[config.mk]
export PLATFORM = sky130hd
export DESIGN_NAME = mdio_master
export DESIGN_NICKNAME = d
export VERILOG_FILES = /design/src/rtl/mdio_pkg.sv /design/src/rtl/mdio_clkgen.sv /design/src/rtl/mdio_frame.sv /design/src/rtl/mdio_master.sv
export SDC_FILE = /design/constraint.sdc
export NUM_CORES = 1
export LEC_CHECK = 0
export BUFFER_PORTS_ARGS = -buffer_cell sky130_fd_sc_hd__buf_2
export CAP_MARGIN = 5
export CELL_PAD_IN_SITES_DETAIL_PLACEMENT = 0
export CELL_PAD_IN_SITES_GLOBAL_PLACEMENT = 1
export CORE_MARGIN = 8
export CORE_UTILIZATION = 47
export CTS_CLUSTER_SIZE = 8
export DETAILED_ROUTE_END_ITERATION = 10
export PLACE_DENSITY = 0.91
export SETUP_SLACK_MARGIN = 0.02
export SYNTH_ARGS = -nofsm -noshare
export SYNTH_HDL_FRONTEND = slang
export SYNTH_HIERARCHICAL = 1
export SYNTH_SLANG_ARGS = --single-unit
[constraint.sdc]
create_clock -name clk -period 3.39 [get_ports clk]
set_clock_uncertainty 0.15 [all_clocks]
set_input_delay 0.339 -clock clk [delete_from_list [all_inputs] [get_ports clk]]
set_output_delay 0.339 -clock clk [all_outputs]
set_load 0.02 [all_outputs]
[src/rtl/mdio_pkg.sv]
package mdio_pkg;
    localparam int FRAME_BITS = 64;
    localparam int TA_FIRST   = 46;
    localparam int TA_LAST    = 47;

    typedef enum logic [1:0] {PH_IDLE, PH_ADDR, PH_GAP, PH_MAIN} phase_e;

    typedef struct packed {
        phase_e      ph;
        logic [5:0]  idx;
        logic [63:0] sh;
        logic        wr;
        logic [4:0]  port;
        logic [4:0]  dev;
        logic [15:0] wdata;
        logic [15:0] rd;
        logic        err;
        logic        done;
    } seq_t;

    // preamble, start, opcode, port, register field, turnaround, data
    function automatic logic [63:0] build_frame(logic [1:0] st, logic [1:0] op,
                                                logic [4:0] port, logic [4:0] fld,
                                                logic [15:0] data);
        return {32'hFFFF_FFFF, st, op, port, fld, 2'b10, data};
    endfunction
endpackage

[src/rtl/mdio_clkgen.sv]
module mdio_clkgen #(
    parameter int DIV_W = 8
) (
    input  logic             clk,
    input  logic             rst_n,
    input  logic             en_i,
    input  logic [DIV_W-1:0] div_i,
    output logic             mdc_o,
    output logic             rise_o,
    output logic             fall_o
);
    typedef struct packed {
        logic [DIV_W-1:0] cnt;
        logic             mdc;
    } cg_t;

    cg_t              cg_d, cg_q;
    logic [DIV_W-1:0] lim;
    logic             hit;

    always_comb begin
        lim    = (div_i == '0) ? DIV_W'(1) : div_i;
        hit    = en_i && (cg_q.cnt >= lim - DIV_W'(1));
        cg_d   = cg_q;
        rise_o = hit && !cg_q.mdc;
        fall_o = hit &&  cg_q.mdc;
        if (!en_i) begin
            cg_d.cnt = '0;
            cg_d.mdc = 1'b0;
        end else if (hit) begin
            cg_d.cnt = '0;
            cg_d.mdc = !cg_q.mdc;
        end else begin
            cg_d.cnt = cg_q.cnt + DIV_W'(1);
        end
    end

    always_ff @(posedge clk or negedge rst_n) begin
        if (!rst_n) cg_q <= '0;
        else        cg_q <= cg_d;
    end

    assign mdc_o = cg_q.mdc;


    idle_clock_low_chk: assert property (@(posedge clk) disable iff (!rst_n)
        !en_i |=> !mdc_o);

    half_period_bound_chk: assert property (@(posedge clk) disable iff (!rst_n)
        (en_i && $stable(div_i)) |-> (cg_q.cnt < lim));
endmodule

[src/rtl/mdio_frame.sv]
module mdio_frame
    import mdio_pkg::*;
(
    input  logic        clk,
    input  logic        rst_n,
    input  logic        req_valid_i,
    input  logic        req_write_i,
    input  logic        req_c45_i,
    input  logic [4:0]  req_port_i,
    input  logic [20:0] req_addr_i,
    input  logic [15:0] req_wdata_i,
    input  logic        rise_i,
    input  logic        fall_i,
    input  logic        mdc_i,
    input  logic        mdio_i,
    output logic        busy_o,
    output logic        ready_o,
    output logic        done_o,
    output logic [15:0] rdata_o,
    output logic        err_o,
    output logic        mdio_o,
    output logic        mdio_oe_o
);
    seq_t s_d, s_q;

    always_comb begin
        s_d      = s_q;
        s_d.done = 1'b0;
        unique case (s_q.ph)
            PH_IDLE: begin
                if (req_valid_i) begin
                    s_d.wr    = req_write_i;
                    s_d.port  = req_port_i;
                    s_d.wdata = req_wdata_i;
                    s_d.err   = 1'b0;
                    s_d.idx   = '0;
                    if (req_c45_i) begin
                        s_d.ph  = PH_ADDR;
                        s_d.dev = req_addr_i[20:16];
                        s_d.sh  = build_frame(2'b00, 2'b00, req_port_i,
                                              req_addr_i[20:16], req_addr_i[15:0]);
                    end else begin
                        s_d.ph  = PH_MAIN;
                        s_d.dev = req_addr_i[4:0];
                        s_d.sh  = build_frame(2'b01, req_write_i ? 2'b01 : 2'b10,
                                              req_port_i, req_addr_i[4:0], req_wdata_i);
                    end
                end
            end
            PH_ADDR: begin
                if (fall_i) begin
                    if (s_q.idx == 6'(FRAME_BITS - 1)) begin
                        s_d.ph  = PH_GAP;
                        s_d.idx = '0;
                    end else begin
                        s_d.idx = s_q.idx + 6'd1;
                        s_d.sh  = {s_q.sh[62:0], 1'b1};
                    end
                end
            end
            PH_GAP: begin
                if (fall_i) begin
                    s_d.ph  = PH_MAIN;
                    s_d.idx = '0;
                    s_d.sh  = build_frame(2'b00, s_q.wr ? 2'b01 : 2'b11,
                                          s_q.port, s_q.dev, s_q.wdata);
                end
            end
            default: begin
                if (rise_i && !s_q.wr) begin
                    if (s_q.idx == 6'(TA_LAST)) s_d.err = mdio_i;
                    if (s_q.idx > 6'(TA_LAST))  s_d.rd  = {s_q.rd[14:0], mdio_i};
                end
                if (fall_i) begin
                    if (s_q.idx == 6'(FRAME_BITS - 1)) begin
                        s_d.ph   = PH_IDLE;
                        s_d.done = 1'b1;
                    end else begin
                        s_d.idx = s_q.idx + 6'd1;
                        s_d.sh  = {s_q.sh[62:0], 1'b1};
                    end
                end
            end
        endcase
    end

    always_ff @(posedge clk or negedge rst_n) begin
        if (!rst_n) s_q <= '0;
        else        s_q <= s_d;
    end

    always_comb begin
        unique case (s_q.ph)
            PH_ADDR: mdio_oe_o = 1'b1;
            PH_MAIN: mdio_oe_o = s_q.wr || (s_q.idx < 6'(TA_FIRST));
            default: mdio_oe_o = 1'b0;
        endcase
    end

    assign mdio_o  = s_q.sh[63];
    assign busy_o  = (s_q.ph != PH_IDLE);
    assign ready_o = (s_q.ph == PH_IDLE);
    assign done_o  = s_q.done;
    assign rdata_o = s_q.rd;
    assign err_o   = s_q.err;


    data_steady_high_chk: assert property (@(posedge clk) disable iff (!rst_n)
        (mdc_i && $past(mdc_i)) |-> $stable(mdio_o));

    idle_mdc_low_chk: assert property (@(posedge clk) disable iff (!rst_n)
        ready_o |-> !mdc_i);

    done_single_chk: assert property (@(posedge clk) disable iff (!rst_n)
        done_o |=> !done_o);

    gap_after_addr_chk: assert property (@(posedge clk) disable iff (!rst_n)
        $rose(s_q.ph == PH_GAP) |-> ($past(s_q.ph) == PH_ADDR));
endmodule

[src/rtl/mdio_master.sv]
module mdio_master #(
    parameter int DIV_W = 8
) (
    input  logic             clk,
    input  logic             rst_n,
    input  logic [DIV_W-1:0] div_i,
    input  logic             req_valid_i,
    input  logic             req_write_i,
    input  logic             req_c45_i,
    input  logic [4:0]       req_port_i,
    input  logic [20:0]      req_addr_i,
    input  logic [15:0]      req_wdata_i,
    output logic             ready_o,
    output logic             done_o,
    output logic [15:0]      rdata_o,
    output logic             err_o,
    output logic             mdc_o,
    output logic             mdio_o,
    output logic             mdio_oe_o,
    input  logic             mdio_i
);
    logic busy, rise, fall;

    mdio_clkgen #(.DIV_W(DIV_W)) clkgen_i (
        .clk    (clk),
        .rst_n  (rst_n),
        .en_i   (busy),
        .div_i  (div_i),
        .mdc_o  (mdc_o),
        .rise_o (rise),
        .fall_o (fall)
    );

    mdio_frame frame_i (
        .clk         (clk),
        .rst_n       (rst_n),
        .req_valid_i (req_valid_i),
        .req_write_i (req_write_i),
        .req_c45_i   (req_c45_i),
        .req_port_i  (req_port_i),
        .req_addr_i  (req_addr_i),
        .req_wdata_i (req_wdata_i),
        .rise_i      (rise),
        .fall_i      (fall),
        .mdc_i       (mdc_o),
        .mdio_i      (mdio_i),
        .busy_o      (busy),
        .ready_o     (ready_o),
        .done_o      (done_o),
        .rdata_o     (rdata_o),
        .err_o       (err_o),
        .mdio_o      (mdio_o),
        .mdio_oe_o   (mdio_oe_o)
    );
endmodule

=== Word-level counts from Yosys, hierarchy flattened ===
Cells that the tools add are included.

* Mux-type cells: 27
* Eq/ne operators: 13
* Reduce and logical (&&, ||, !) cells: 22
* $add $sub $neg: 3
* Bitwise logic cells: 2
* Order comparisons: 3

{| class="wikitable"
|+ Operators with widths
! operator !! number
|-
| 2-to-1 mux 72 bit || 3
|-
| one-hot mux 72 bit (3 select lines) || 1
|-
| 2-to-1 mux 99 bit || 1
|-
| 2-to-1 mux 70 bit || 1
|-
| 2-to-1 mux 64 bit || 1
|-
| 2-to-1 mux 31 bit || 1
|-
| 2-to-1 mux 8 bit || 2
|-
| equality test 6 bit, second input constant || 2
|-
| AND reduction 6 bit || 2
|-
| 2-to-1 mux 2 bit || 5
|-
| != test 2 bit, second input constant || 5
|-
| 2-to-1 mux 9 bit || 1
|-
| adder 8 x 1 -> 8 bit, second input constant || 1
|-
| >= comparator 8 bit || 1
|-
| logical NOT 8 bit || 1
|-
| nonzero test 2 bit || 4
|-
| subtractor 8 x 1 -> 8 bit, second input constant || 1
|-
| 2-to-1 mux 1 bit || 7
|-
| adder 6 x 1 -> 6 bit, second input constant || 1
|-
| greater-than comparator 6 bit, second input constant || 1
|-
| < comparator 6 bit, second input constant || 1
|-
| 2-to-1 mux 6 bit || 1
|-
| 2-to-1 mux 5 bit || 1
|-
| AND reduction 5 bit || 1
|-
| 17 further kinds || 24
|}

* Bits in registers: 126
* Input bits: 56
* Logic and storage cells: 82
* Output and inout bits: 22

=== Longest topological paths before layout ===
Gate-level depths: netlist of the first run.

* Depth after elaboration: 9
* Gate-level depth with buffers: 17
* Gate-level depth less buffers: 16

=== Cells and area by module ===
Netlist of the first run, hierarchy kept.

{| class="wikitable"
|+ By module, submodules not included
! module !! cells an instance !! times used !! area an instance (sq um)
|-
| mdio_frame || 505 || 1 || 5816.8
|-
| mdio_clkgen || 75 || 1 || 748.2
|}

=== Worst setup path before layout of the first run ===
No wires, ideal clock.

* Kind: input-to-reg
* From: input port div_i[2]
* To: register frame_i/s_q[49] (netlist name)
* Path slack: -394 ps
* Required time: 3115 ps
* Arrival: 3509 ps
* Buffers on the path: 1
* Stages: 16
* Cells stage by stage: or4_4 nor4_4 nor2_1 ha_1 inv_1 nor2_1 xnor2_1 ha_1 and4_1 o21ai_0 o211a_1 nor2_1 o311ai_2 nand2_2 buf_6 mux2_4

* Cells in the longest elaborated chain, start to end: 8
* Elaborated cells between the ends (all ways): 10
* Those cells by class: add/sub: 1; order compare: 1; eq/ne: 2; mux: 1; reduce/logical: 5

{| class="wikitable"
|+ Ends and longest elaborated chain
! item !! line !! source
|-
| start: declaration || mdio_master.sv:6 || <nowiki>input logic [DIV_W-1:0] div_i,</nowiki>
|-
| logical NOT 8 bit || mdio_clkgen.sv:22 || <nowiki>lim = (div_i == '0) ? DIV_W'(1) : div_i;</nowiki>
|-
| 2-to-1 mux 8 bit (*) || mdio_clkgen.sv:22 ||
|-
| subtractor 8 x 1 -> 8 bit (*) || mdio_clkgen.sv:23 || <nowiki>hit = en_i && (cg_q.cnt >= lim - DIV_W'(1));</nowiki>
|-
| >= comparator 8 bit (*) || mdio_clkgen.sv:23 ||
|-
| logical AND 1 bit (*) || mdio_clkgen.sv:23 ||
|-
| logical AND 1 bit (*) || mdio_clkgen.sv:26 || <nowiki>fall_o = hit && cg_q.mdc;</nowiki>
|-
| net fall || mdio_master.sv:22 || <nowiki>logic busy, rise, fall;</nowiki>
|-
| != test 2 bit (no line) / nonzero test 2 bit (equally long branches) || - ||
|-
| AND reduction 6 bit (no line) (*) || - ||
|-
| end signal: assignment || mdio_frame.sv:88 || <nowiki>if (!rst_n) s_q <= '0;</nowiki>
|-
| end signal: assignment || mdio_frame.sv:89 || <nowiki>else s_q <= s_d;</nowiki>
|-
| end: declaration || mdio_frame.sv:24 || <nowiki>seq_t s_d, s_q;</nowiki>
|}

Mark *: on every way through the listed nets, which the timed path passes. The rest lies on a longest branch.
A chain may end at the register's enable or synchronous reset.

=== Final worst setup path of the first run ===
* From: input port div_i[2]
* To: register frame_i.s_q (netlist bit frame_i/rdata_o[1])

* Cells in the longest elaborated chain, start to end: 8

{| class="wikitable"
|+ Ends and longest elaborated chain
! item !! line !! source
|-
| logical NOT 8 bit || mdio_clkgen.sv:22 ||
|-
| 2-to-1 mux 8 bit (*) || mdio_clkgen.sv:22 ||
|-
| subtractor 8 x 1 -> 8 bit (*) || mdio_clkgen.sv:23 ||
|-
| >= comparator 8 bit (*) || mdio_clkgen.sv:23 ||
|-
| logical AND 1 bit (*) || mdio_clkgen.sv:23 ||
|-
| logical AND 1 bit (*) || mdio_clkgen.sv:25 || <nowiki>rise_o = hit && !cg_q.mdc;</nowiki>
|-
| net rise || mdio_master.sv:22 ||
|-
| logical AND 1 bit (*) || mdio_frame.sv:70 || <nowiki>if (rise_i && !s_q.wr) begin</nowiki>
|-
| AND reduction 3 bit (no line) (*) || - ||
|}

Marked as above.

==> run summary, run 1 <==
CELLS AND AREA
----------------------------------------------------------------------------------
Area of the multi-input gates                                             3030 µm²
Combined flip-flop and latch cell area                                    3150 µm²
Share of final-layout standard cells stronger than drive strength 1          35.0%
Number of fill cells in the layout                                            1166
Utilization of the core after routing                                        58.1%
Final Instance Count excl. Fillers                                             866
Post-layout instance area                                                 8010 µm²
Area delta synth->final                                                      22.0%
Number of nets at the end of the flow                                          744

RUN
----------------------------------------------------------------------------------
Maximum capacitance violations                                                   0

STA
----------------------------------------------------------------------------------
Peak Freq                                                                  292 MHz
Number of endpoints with negative hold slack in the final report                 0
Setup tns final                                                          -0.260 ns
Min Tclk post-route                                                        3.42 ns
Measured slew at the worst slew-check pin                                  1.12 ns
Worst-case hold slack                                                    0.0177 ns
Final setup fails                                                               13
Tightest slew margin relative to the limit                                   25.2%
PnR worst setup slack                                                   -0.0315 ns
RSZ-0062 raised after global routing                                          true
Share of the clock period used by the worst path after layout                 101%
Final max-slew violation count                                                   0

PLACE
----------------------------------------------------------------------------------
Placed cell area                                                          7290 µm²
Total placed cells including tap cells                                         825
Half-perimeter wire length after placement                                10000 µm
Number of input and output port buffers inserted                                77
Routability cong.                                                            0.876
Dpl ws                                                                   -0.393 ns

DIE
----------------------------------------------------------------------------------
Number of rows created at floorplan                                             43
Core area                                                                13800 µm²
Initial core utilization                                                     47.7%
Die width                                                                   134 µm
Die Outline Area                                                         18000 µm²
Die H                                                                       134 µm
Top-level port count                                                            78

SETUP PATH
----------------------------------------------------------------------------------
Setup Crit Path Kind                                                  input pin to flip-flop
Max Fanout on Critical Path                                                      8
Reg2Reg Depth                                                                    9
Setup crit start kind                                                    input pin
Capture instance of the worst register-to-register path               frame_i/s_q[114]
R2r setup slk                                                              0.64 ns
Data arrival time of the critical path                                     3.57 ns
Critical Path End Type                                                   flip-flop
Worst flop-to-flop path startpoint                                    clkgen_i/cg_q[1]
Required time of the worst setup path                                      3.54 ns

SYNTHESIS
----------------------------------------------------------------------------------
Dominant cells by area after synthesis                                sky130_fd_sc_hd__dfrtp_1 48%, sky130_fd_sc_hd__mux2i_1 9.8%, sky130_fd_sc_hd__mux2_2 7.2%
Synthesis Warnings                                                               6
Synthesized area per cell                                                 11.3 µm²
Portion of synthesized cell area occupied by the leading cell type           48.0%
Synthesized netlist cell count                                                 580
Synth Net Count                                                                652
Dominant register cell in the synthesized netlist                     sky130_fd_sc_hd__dfrtp_1
Sequential fraction of the synthesis area                                    48.0%
Number of storage elements in the synthesis netlist                            126
Number of synthesized flops with an enable pin                                   0
Fraction of registers with async set or reset after synthesis                 100%
Top cells by count, synth                                             126 x sky130_fd_sc_hd__dfrtp_1, 64 x sky130_fd_sc_hd__mux2i_1, 51 x sky130_fd_sc_hd__inv_1, 42 x sky130_fd_sc_hd__mux2_2, 39 x sky130_fd_sc_hd__a21oi_1
Largest area contributor in the synthesized netlist                   sky130_fd_sc_hd__dfrtp_1
Synthesized area                                                          6570 µm²
Most common cell in the synthesized netlist                           sky130_fd_sc_hd__dfrtp_1
Distinct cell type count after synthesis                                        57

GLOBAL ROUTE
----------------------------------------------------------------------------------
Number of global-route vias before repair                                     4913
Antenna violations before repair                                                 1
Maximum number of pins on one net before global-route repair                    78
GRT Overall Usage                                                            16.4%
First-pass GRT wire length                                                23800 µm
Total gr overflow                                                                0

CLOCK TREE
----------------------------------------------------------------------------------
TritonCTS Buffers                                                               17
Latest clock arrival within the worst-skew pair                            0.42 ns
Clock sink count                                                               126
Cell chosen for the clock root                                        sky130_fd_sc_hd__clkbuf_16
Clock tree from TritonCTS                                                     done
Clock H-tree levels                                                              4
Clock transition at path regs                                              0.06 ns
Maximum count of clock buffers along a single path                               2

ROUTING
----------------------------------------------------------------------------------
Wirelength, routed                                                        14800 µm
Vias after detailed routing                                                   4753
Final routed wire length divided by cell count                             17.1 µm
First-pass detailed-route iteration total                                        4
1st-iter DRT viols                                                             363
Number of remaining DRC errors                                                   0
Ratio of routed vias to standard cells                                        5.49
Post-detailed-route count of antenna-violating nets                              0

HOLD PATH
----------------------------------------------------------------------------------
Hold EP                                                               frame_i/s_q[26]
Worst min-delay path category                                         input pin to flip-flop
Worst min-delay path startpoint                                       req_wdata_i[8]
Number of cells traversed by the worst hold path                                 2

RUN STATUS
----------------------------------------------------------------------------------
Failing checks                                                        setup timing
Result of the run                                                     finished with violations

POWER
----------------------------------------------------------------------------------
Final Total Pwr                                                            6.70 mW
Maximum vdd drop                                                        0.000533 V
Areal power density over the cells                                      837 nW/µm²
Leakage component of the power                                             3.88 nW

worst max-delay path, cell delays in order:
cell and delay [ns]:
sky130_fd_sc_hd__buf_6 0.09, sky130_fd_sc_hd__or4_4 0.55, sky130_fd_sc_hd__nor4_4 0.28, sky130_fd_sc_hd__nor2_2 0.08, sky130_fd_sc_hd__ha_2 0.19, sky130_fd_sc_hd__inv_2 0.06
sky130_fd_sc_hd__nor2_2 0.04, sky130_fd_sc_hd__xnor2_1 0.12, sky130_fd_sc_hd__ha_1 0.30, sky130_fd_sc_hd__and4_1 0.20, sky130_fd_sc_hd__o21ai_2 0.08, sky130_fd_sc_hd__o211a_4 0.26
sky130_fd_sc_hd__nor2_2 0.10, sky130_fd_sc_hd__and3b_1 0.18, sky130_fd_sc_hd__and3_4 0.23, sky130_fd_sc_hd__clkbuf_16 0.15, sky130_fd_sc_hd__mux2_2 0.32
registers in the layout, summed over array words and instances, names as in the netlist:
register,cells
clkgen_i/mdc_o,1
clkgen_i/cg_q,8
frame_i/err_o,1
frame_i/rdata_o,16
frame_i/done_o,1
frame_i/mdio_o,1
frame_i/s_q,98
worst max-delay path by stage:
stage / start / to / slack [ns]
4_1_cts: div_i[2] / frame_i/s_q[47] / 0.03
3_3_place_gp: div_i[2] / frame_i/s_q[45] / -0.29
2_1_floorplan: div_i[2] / frame_i/rdata_o[10] / -0.19
6_report: div_i[2] / frame_i/rdata_o[1] / -0.03
3_5_place_dp: div_i[2] / frame_i/s_q[47] / -0.39
5_1_grt: div_i[2] / frame_i/rdata_o[3] / -0.15
area by class of cell:
class | instances | share of cell area (%)
Timing Repair Buffer | 121 | 10.5
Antenna cell | 1 | 0.0313
Clock buffer | 19 | 5.66
Inverter | 51 | 2.39
Sequential cell | 126 | 39.4
Clock inverter | 13 | 1.44
Tap cell | 180 | 2.81
Multi-Input combinational cell | 355 | 37.8
kinds of logic after synthesis:
kind of cell,Yosys count,synth area share (%)
compound gates,122,12.2
xor+xnor,10,1.33
fa+ha+maj,16,3.05
mux,125,21.3
simple gates,82,7.01
buf+inv,99,7.05
flops,126,48.0
per-layer routing:
metal / GRT usage [%] / wire length [µm] / vias up
met1: 19.9 / 6380 / 2425
met5: 0 / 0 / -
li1: - / - / 2234
met2: 26.9 / 7580 / 84
met4: 5.86 / 140 / 0
met3: 5.12 / 710 / 10
repair_timing:
action / in CTS / in global routing
endpoints found under the hold margin: 49 / 0
resized for setup: 0 / 16
setup buffers: 0 / 6
hold buffers: 1 / 0
endpoints found under the setup margin: 0 / 81
power breakdown:
part	switching [mW]	internal (mW)
clock	0.674	1.05
sequential	0.364	2.07
combinational	1.38	1.17
total	2.41	4.28
cells in the final DEF (no fill, tap or decap), drive strengths merged, types with 11 or more instances in the layout:
cell | Yosys | routed
nor2 | 19 | 19
mux2i | 64 | 64
nand3 | 11 | 11
a21oi | 39 | 39
clkbuf | 14 | 20
nand2 | 16 | 16
buf | 34 | 119
inv | 51 | 53
dfrtp | 126 | 126
a22oi | 20 | 20
ha | 16 | 16
mux2 | 61 | 61
o21ai | 35 | 35
(Power assumes the default switching activity.)
==> inputs of run 2 (changes only) <==
==> constraint.sdc (replaced) <==
create_clock -name clk -period 3.39 [get_ports clk]
set_clock_uncertainty 0.15 [all_clocks]
set_input_delay 0.1695 -clock clk [delete_from_list [all_inputs] [get_ports clk]]
set_output_delay 0.1695 -clock clk [all_outputs]
set_load 0.02 [all_outputs]
==> run 2 against run 1 <==
Effect of this change:
- the flow now finishes without violations
- cell count grew 2.1%
- count of clock-buffer cells in the layout rose by 2
- register-to-register slack improved by 0.02 ns
- utilization rose by 1.6 points
- fmax rose by 5.4%
- worst setup slack improved by 0.18 ns
- total power rose by 3.9%
- sequential power about the same
- first-iteration DRC count fell by 3.3%
- non-clock buffer count increased by 19
==> run summary, run 2 (synthesis gave the netlist of run 1 again) <==
SETUP PATH
----------------------------------------------------------------------------------
R2r setup slk                                                              0.66 ns   +0.02 ns
Reg2Reg Depth                                                                   10   +1
Critical Path End Type                                                   flip-flop
Setup Crit Path Kind                                                  input pin to flip-flop
Worst flop-to-flop path startpoint                                    clkgen_i/cg_q[1]
Setup crit start kind                                                    input pin
Launching element of the worst setup path                                 div_i[2]
Required time of the worst setup path                                      3.56 ns   +0.02 ns
Max Fanout on Critical Path                                                     11   +3
Capture instance of the worst register-to-register path               frame_i/rdata_o[10]
Data arrival time of the critical path                                     3.41 ns   -0.16 ns

STA
----------------------------------------------------------------------------------
Setup tns final                                                               0 ns   +0.260 ns
Measured slew at the worst slew-check pin                                  1.04 ns   -0.0774 ns
Min Tclk post-route                                                        3.25 ns   -0.175 ns
Share of the clock period used by the worst path after layout                95.8%   -5.2 points
Final max-slew violation count                                                   0   unchanged
Tightest slew margin relative to the limit                                   30.4%   +5.2 points
RSZ-0062 raised after global routing                                          true
Number of endpoints with negative hold slack in the final report                 0   unchanged
Peak Freq                                                                  308 MHz   +5.4%
Final setup fails                                                                0   -13

POWER
----------------------------------------------------------------------------------
Maximum vdd drop                                                        0.000697 V   +31%
Leakage component of the power                                             3.97 nW   +2.3%
Areal power density over the cells                                      846 nW/µm²   +1.1%
Final Total Pwr                                                            6.96 mW   +3.9%

ROUTING
----------------------------------------------------------------------------------
Post-detailed-route count of antenna-violating nets                              0   unchanged
Post-Route M1 WL                                                           6600 µm   +3.5%
Routed length on met2                                                      7610 µm   +0.36%
First-pass detailed-route iteration total                                        5   +1
Number of remaining DRC errors                                                   0   unchanged
Ratio of routed vias to standard cells                                        5.54   +0.85%
Top sig layer                                                                 met4
Wirelength, routed                                                        15400 µm   +3.8%
Vias after detailed routing                                                   4893   +2.9%
Routed wl met3                                                              856 µm   +21%
Final routed wire length divided by cell count                             17.4 µm   +1.7%
1st-iter DRT viols                                                             351   -3.3%

HOLD PATH
----------------------------------------------------------------------------------
Number of cells traversed by the worst hold path                                 3   +1
Hold EP                                                               frame_i/s_q[37]
Worst min-delay path startpoint                                       req_addr_i[19]
Worst min-delay path category                                         input pin to flip-flop

CELLS AND AREA
----------------------------------------------------------------------------------
Number of fill cells in the layout                                            1101   -5.6%
Top library cells by usage in the layout, fill and taps aside         126 x sky130_fd_sc_hd__dfrtp_1, 76 x sky130_fd_sc_hd__buf_2, 62 x sky130_fd_sc_hd__mux2i_1
Area delta synth->final                                                      25.3%
Utilization of the core after routing                                        59.7%   +1.6 points
Diode insertion count for antenna repair                                         0   -1
Most common library cell in the layout ignoring fill and taps         sky130_fd_sc_hd__dfrtp_1
Share of final-layout standard cells stronger than drive strength 1          31.4%   -3.6 points
Number of nets at the end of the flow                                          763   +2.6%
Register containing the most flip-flops in the final layout            frame_i/s_q
Number of flip-flops under the largest register name                            98   unchanged

PLACE
----------------------------------------------------------------------------------
Half-perimeter wire length after placement                                 9700 µm   -3.3%
Routability cong.                                                            0.838   -4.4%
Number of input and output port buffers inserted                                77   unchanged

GLOBAL ROUTE
----------------------------------------------------------------------------------
Number of global-route vias before repair                                     5209   +6.0%
GRT Overall Usage                                                            17.5%   +1.2 points
Total gr overflow                                                                0   unchanged
Antenna violations before repair                                                 0   -1
First-pass GRT wire length                                                25600 µm   +7.4%
Maximum number of pins on one net before global-route repair                    68   -13%

CLOCK TREE
----------------------------------------------------------------------------------
Clock sink count                                                               126   unchanged
Clock H-tree levels                                                              4   unchanged
Latest clock arrival within the worst-skew pair                            0.41 ns   about the same
TritonCTS Buffers                                                               17   unchanged
Maximum count of clock buffers along a single path                               2   unchanged
Clock tree from TritonCTS                                                     done
Cell chosen for the clock root                                        sky130_fd_sc_hd__clkbuf_16
Clock transition at path regs                                              0.05 ns   about the same

DIE
----------------------------------------------------------------------------------
Top-level port count                                                            78   unchanged
Die Outline Area                                                         18000 µm²   unchanged
Die width                                                                   134 µm   unchanged
Initial core utilization                                                     47.7%   unchanged
Core area                                                                13800 µm²   unchanged
Die H                                                                       134 µm   unchanged
Number of rows created at floorplan                                             43   unchanged

RUN
----------------------------------------------------------------------------------
Maximum capacitance violations                                                   0   unchanged

RUN STATUS
----------------------------------------------------------------------------------
Result of the run                                                        completed

==> run 2: changes by cell type in the layout (fill, tap and decap cells not counted), sizes merged <==
cell	delta
dlygate4sd3	+31
buf	-11
bufinv	+3
clkinv	-2
clkinvlp	-2
clkbuf	+1
diode	-1
inv	-1
==> run 2: how the worst max path moves through the flow <==
stage | slack, ns | cells after the start | endpoint
final | 0.14 | 18 | frame_i/s_q[70]
after global routing | 0.006 | 18 | frame_i/s_q[70]
after CTS | 0.17 | 17 | frame_i/rdata_o[6]
after detailed placement | -0.25 | 17 | frame_i/rdata_o[15]
after global placement | -0.09 | 17 | frame_i/rdata_o[8]
after floorplan | -0.03 | 17 | frame_i/rdata_o[11]
==> run 2: layer usage <==
metal | vias to the layer above | track usage, %
li1 | 2262 | -
met1 | 2456 | 21.4
met2 | 143 | 28.8
met3 | 32 | 5.01
met4 | 0 | 6.67
met5 | - | 0
==> run 2: power by group <==
group	internal (mW)	switching, mW	total, mW
Sequential	2.07	0.370	2.44
Combinational	1.20	1.43	2.63
Clock	1.25	0.648	1.89
==> run 2: final cells by class <==
type / instances / area (µm²) / share of cell area [%]
multi-input cells: 355 / 2990 / 36.3
flip-flops and latches: 126 / 3150 / 38.3
clock inverters: 11 / 164 / 1.99
clock buffers: 21 / 450 / 5.48
inverters: 51 / 191 / 2.33
repair buffers: 140 / 1050 / 12.8
well taps: 180 / 225 / 2.74
==> run 2: timing repair <==
action	4_1_cts	5_1_grt
buffers inserted	0	1
hold buffers	32	0
resized for setup	0	3
setup endpoints to repair	0	33
endpoints found under the hold margin	98	0
==> run 2: metrics by stage <==
stage	setup slack (ns)	std cells	hold slack [ns]	area, µm²
6_report	0.144	884	0.0255	8230
5_1_grt	0.00574	884	0.0485	8230
4_1_cts	0.168	883	0.00229	8200
3_5_place_dp	-0.249	819	0.181	7270
3_3_place_gp	-0.0864	819	0.173	7270
2_1_floorplan	-0.0269	580	-0.276	6600
==> run 2: worst max-delay path, stage by stage <==
cell                       delay, ns
sky130_fd_sc_hd__buf_2          0.11
sky130_fd_sc_hd__or4_4          0.56
sky130_fd_sc_hd__nor4_4         0.18
sky130_fd_sc_hd__nor2_1         0.11
sky130_fd_sc_hd__ha_2           0.20
sky130_fd_sc_hd__inv_2          0.05
sky130_fd_sc_hd__nor2_1         0.05
sky130_fd_sc_hd__xnor2_1        0.13
sky130_fd_sc_hd__ha_1           0.30
sky130_fd_sc_hd__and4_1         0.19
sky130_fd_sc_hd__o21ai_2        0.08
sky130_fd_sc_hd__o211a_4        0.26
sky130_fd_sc_hd__nor2_4         0.17
sky130_fd_sc_hd__o311ai_2       0.15
sky130_fd_sc_hd__nand2_4        0.14
sky130_fd_sc_hd__buf_12         0.17
sky130_fd_sc_hd__buf_12         0.16
sky130_fd_sc_hd__mux2i_2        0.24
==> inputs of run 3 (changes only) <==
Settings changed: CORE_UTILIZATION 47 to 45, PLACE_DENSITY 0.91 to 0.88.
==> run 3 against run 2 <==
Effect of this change:
- critical path depth is 1 lower
- clock power is 7% higher
- sequential power hardly changed
- via count is 0.57% higher
- largest cell class unchanged
==> run summary, run 3 (synthesis gave the netlist of run 1 again) <==
STA
----------------------------------------------------------------------------------
Worst-case hold slack                                                    0.0280 ns   +0.00252 ns
Number of endpoints with negative hold slack in the final report                 0   unchanged
Tightest slew margin relative to the limit                                   30.5%   +0.18 points
Final setup fails                                                                0   unchanged
Peak Freq                                                                  309 MHz   +0.42%
Min Tclk post-route                                                        3.23 ns   -0.0134 ns
Share of the clock period used by the worst path after layout                95.4%   -0.40 points
RSZ-0062 raised after global routing                                         false
Final max-slew violation count                                                   0   unchanged
PnR worst setup slack                                                     0.157 ns   +0.0134 ns
Setup tns final                                                               0 ns   unchanged
Measured slew at the worst slew-check pin                                  1.04 ns   -0.00267 ns

CELLS AND AREA
----------------------------------------------------------------------------------
Final Instance Count excl. Fillers                                             896   +1.4%
Number of nets at the end of the flow                                          769   +0.79%
Most common library cell in the layout ignoring fill and taps         sky130_fd_sc_hd__dfrtp_1
Area delta synth->final                                                      26.6%
Post-layout instance area                                                 8310 µm²   +1.0%
Utilization of the core after routing                                        57.8%   -1.9 points
Top library cells by usage in the layout, fill and taps aside         126 x sky130_fd_sc_hd__dfrtp_1, 76 x sky130_fd_sc_hd__buf_2, 64 x sky130_fd_sc_hd__mux2i_1
Register containing the most flip-flops in the final layout            frame_i/s_q
Share of final-layout standard cells stronger than drive strength 1          32.1%   +0.72 points
Number of flip-flops under the largest register name                            98   unchanged

DIE
----------------------------------------------------------------------------------
Die width                                                                   137 µm   +1.9%
Core area                                                                14400 µm²   +4.3%
Die H                                                                       137 µm   +1.9%
Initial core utilization                                                     45.7%   -2.0 points
Top-level port count                                                            78   unchanged
Number of rows created at floorplan                                             44   +2.3%
Die Outline Area                                                         18700 µm²   +3.9%

PLACE
----------------------------------------------------------------------------------
Routability cong.                                                            0.844   +0.76%
Number of input and output port buffers inserted                                77   unchanged
Half-perimeter wire length after placement                                 9730 µm   +0.38%
Total placed cells including tap cells                                         826   +0.85%
Placed cell area                                                          7260 µm²   -0.14%
Dpl ws                                                                   -0.212 ns   +0.0370 ns

CLOCK TREE
----------------------------------------------------------------------------------
Clock transition at path regs                                              0.06 ns   about the same
Latest clock arrival within the worst-skew pair                            0.41 ns   about the same
Maximum count of clock buffers along a single path                               2   unchanged
TritonCTS Buffers                                                               17   unchanged
Cell chosen for the clock root                                        sky130_fd_sc_hd__clkbuf_16
Clock sink count                                                               126   unchanged
Clock tree from TritonCTS                                                     done
Clock H-tree levels                                                              4   unchanged

SETUP PATH
----------------------------------------------------------------------------------
Combined buffer and inverter count along the critical path                       3   -1
Required time of the worst setup path                                      3.54 ns   -0.02 ns
Max Fanout on Critical Path                                                     16   +5
Critical Path End Type                                                   flip-flop
Critical-path top delay cell                                          sky130_fd_sc_hd__or4_4
Kind of cell adding the most delay to the critical path               simple AND/OR/NAND/NOR gates
Largest incremental delay on the critical path                             0.56 ns   about the same
Crit-path cells                                                       buf_2 > or4_4 > nor4_4 > nor2_2 > ha_2 > inv_2 > nor2_1 > xnor2_1 > ha_1 > and4_1 > o21ai_2 > o211a_1 > nor2_4 > o311ai_2 > nand2_4 > buf_12 > mux2_2
Setup Crit Path Kind                                                  input pin to flip-flop
Data arrival time of the critical path                                     3.38 ns   -0.03 ns
Setup crit start kind                                                    input pin
R2r setup slk                                                              0.56 ns   -0.10 ns

POWER
----------------------------------------------------------------------------------
Final Total Pwr                                                            7.03 mW   +1.0%
Maximum vdd drop                                                        0.000556 V   -20%
Gate power share                                                             36.6%   -1.2 points
Sequential Power Share                                                       34.6%   -0.4 points
Power spent charging and discharging nets                                  2.40 mW   -2.2%
Switching Fraction                                                           34.1%   -1.1 points
Areal power density over the cells                                      846 nW/µm²   about the same
Proportion of power drawn by the clock network                               28.8%   +1.6 points
Leakage component of the power                                             4.02 nW   +1.3%
Internal portion of total power                                            4.63 mW   +2.7%

ROUTING
----------------------------------------------------------------------------------
Ratio of routed vias to standard cells                                        5.49   -0.77%
Vias after detailed routing                                                   4921   +0.57%
First-pass detailed-route iteration total                                        6   +1
Number of remaining DRC errors                                                   0   unchanged
Final routed wire length divided by cell count                             17.0 µm   -2.4%
Wirelength, routed                                                        15200 µm   -1.1%
Post-detailed-route count of antenna-violating nets                              0   unchanged
1st-iter DRT viols                                                             329   -6.3%

HOLD PATH
----------------------------------------------------------------------------------
Worst min-delay path category                                         input pin to flip-flop

GLOBAL ROUTE
----------------------------------------------------------------------------------
Antenna violations before repair                                                 0   unchanged
Number of global-route vias before repair                                     5147   -1.2%
Maximum number of pins on one net before global-route repair                    77   +13%
GRT Overall Usage                                                            16.7%   -0.89 points
Total gr overflow                                                                0   unchanged
First-pass GRT wire length                                                24900 µm   -2.9%

RUN
----------------------------------------------------------------------------------
Maximum capacitance violations                                                   0   unchanged

RUN STATUS
----------------------------------------------------------------------------------
Result of the run                                                        completed

run 3: cell count changes in the layout (fill, tap and decap cells not counted), sizes merged:
cell / change
buf: +4
bufinv: +1
clkbuf: +1
diode: +2
dlygate4sd3: +1
inv: -1
run 3: final cells by class:
cell class              instances  area, µm²
diodes                          2       5.00
clock buffers                  21        480
clock inverters                11        185
fillers                      1145       6060
inverters                      51        191
multi-input cells             355       2980
flip-flops and latches        126       3150
well taps                     184        230
repair buffers                146       1080
run 3: worst min-delay path: cells and delay by family:
kind | cells | cell delay, ns
AOI/OAI and AO/OA | 1 | 0.19
buffers and inverters | 1 | 0.10
muxes | 1 | 0.09
run 3: routing by layer:
| metal | GRT usage [%] | vias up | routed length (µm) |
|---|---|---|---|
| li1 | - | 2279 | - |
| met1 | 20.7 | 2445 | 6490 |
| met2 | 26.7 | 161 | 7440 |
| met3 | 4.66 | 36 | 922 |
| met4 | 7.12 | 0 | 348 |
| met5 | 0 | - | 0 |
run 3: path summary, 6_finish.rpt:
kind	start	endpoint	cells past startpoint
max in group asynchronous	rst_n	clkgen_i/cg_q[6]	3
worst min-delay path	req_addr_i[1]	frame_i/s_q[35]	3
worst max register to register	clkgen_i/cg_q[1]	frame_i/s_q[114]	11
min in group asynchronous	rst_n	frame_i/s_q[21]	2
worst min register to register	frame_i/s_q[36]	frame_i/s_q[36]	2
worst max-delay path	div_i[2]	frame_i/s_q[46]	17
run 3: repair_timing:
action,in CTS,in global routing
gates resized for setup,0,3
setup endpoints to repair,0,43
endpoints found under the hold margin,83,0
setup buffers,0,2
hold buffers,33,0
run 3: power groups by stage:
stage / clock [mW] / sequential, mW / combinational, mW
2_1_floorplan: 0 / 2.34 / 1.90
3_3_place_gp: 0 / 2.41 / 2.39
3_5_place_dp: 0 / 2.43 / 2.49
4_1_cts: 2.06 / 2.43 / 2.55
5_1_grt: 2.12 / 2.50 / 2.85
6_report: 2.03 / 2.43 / 2.57
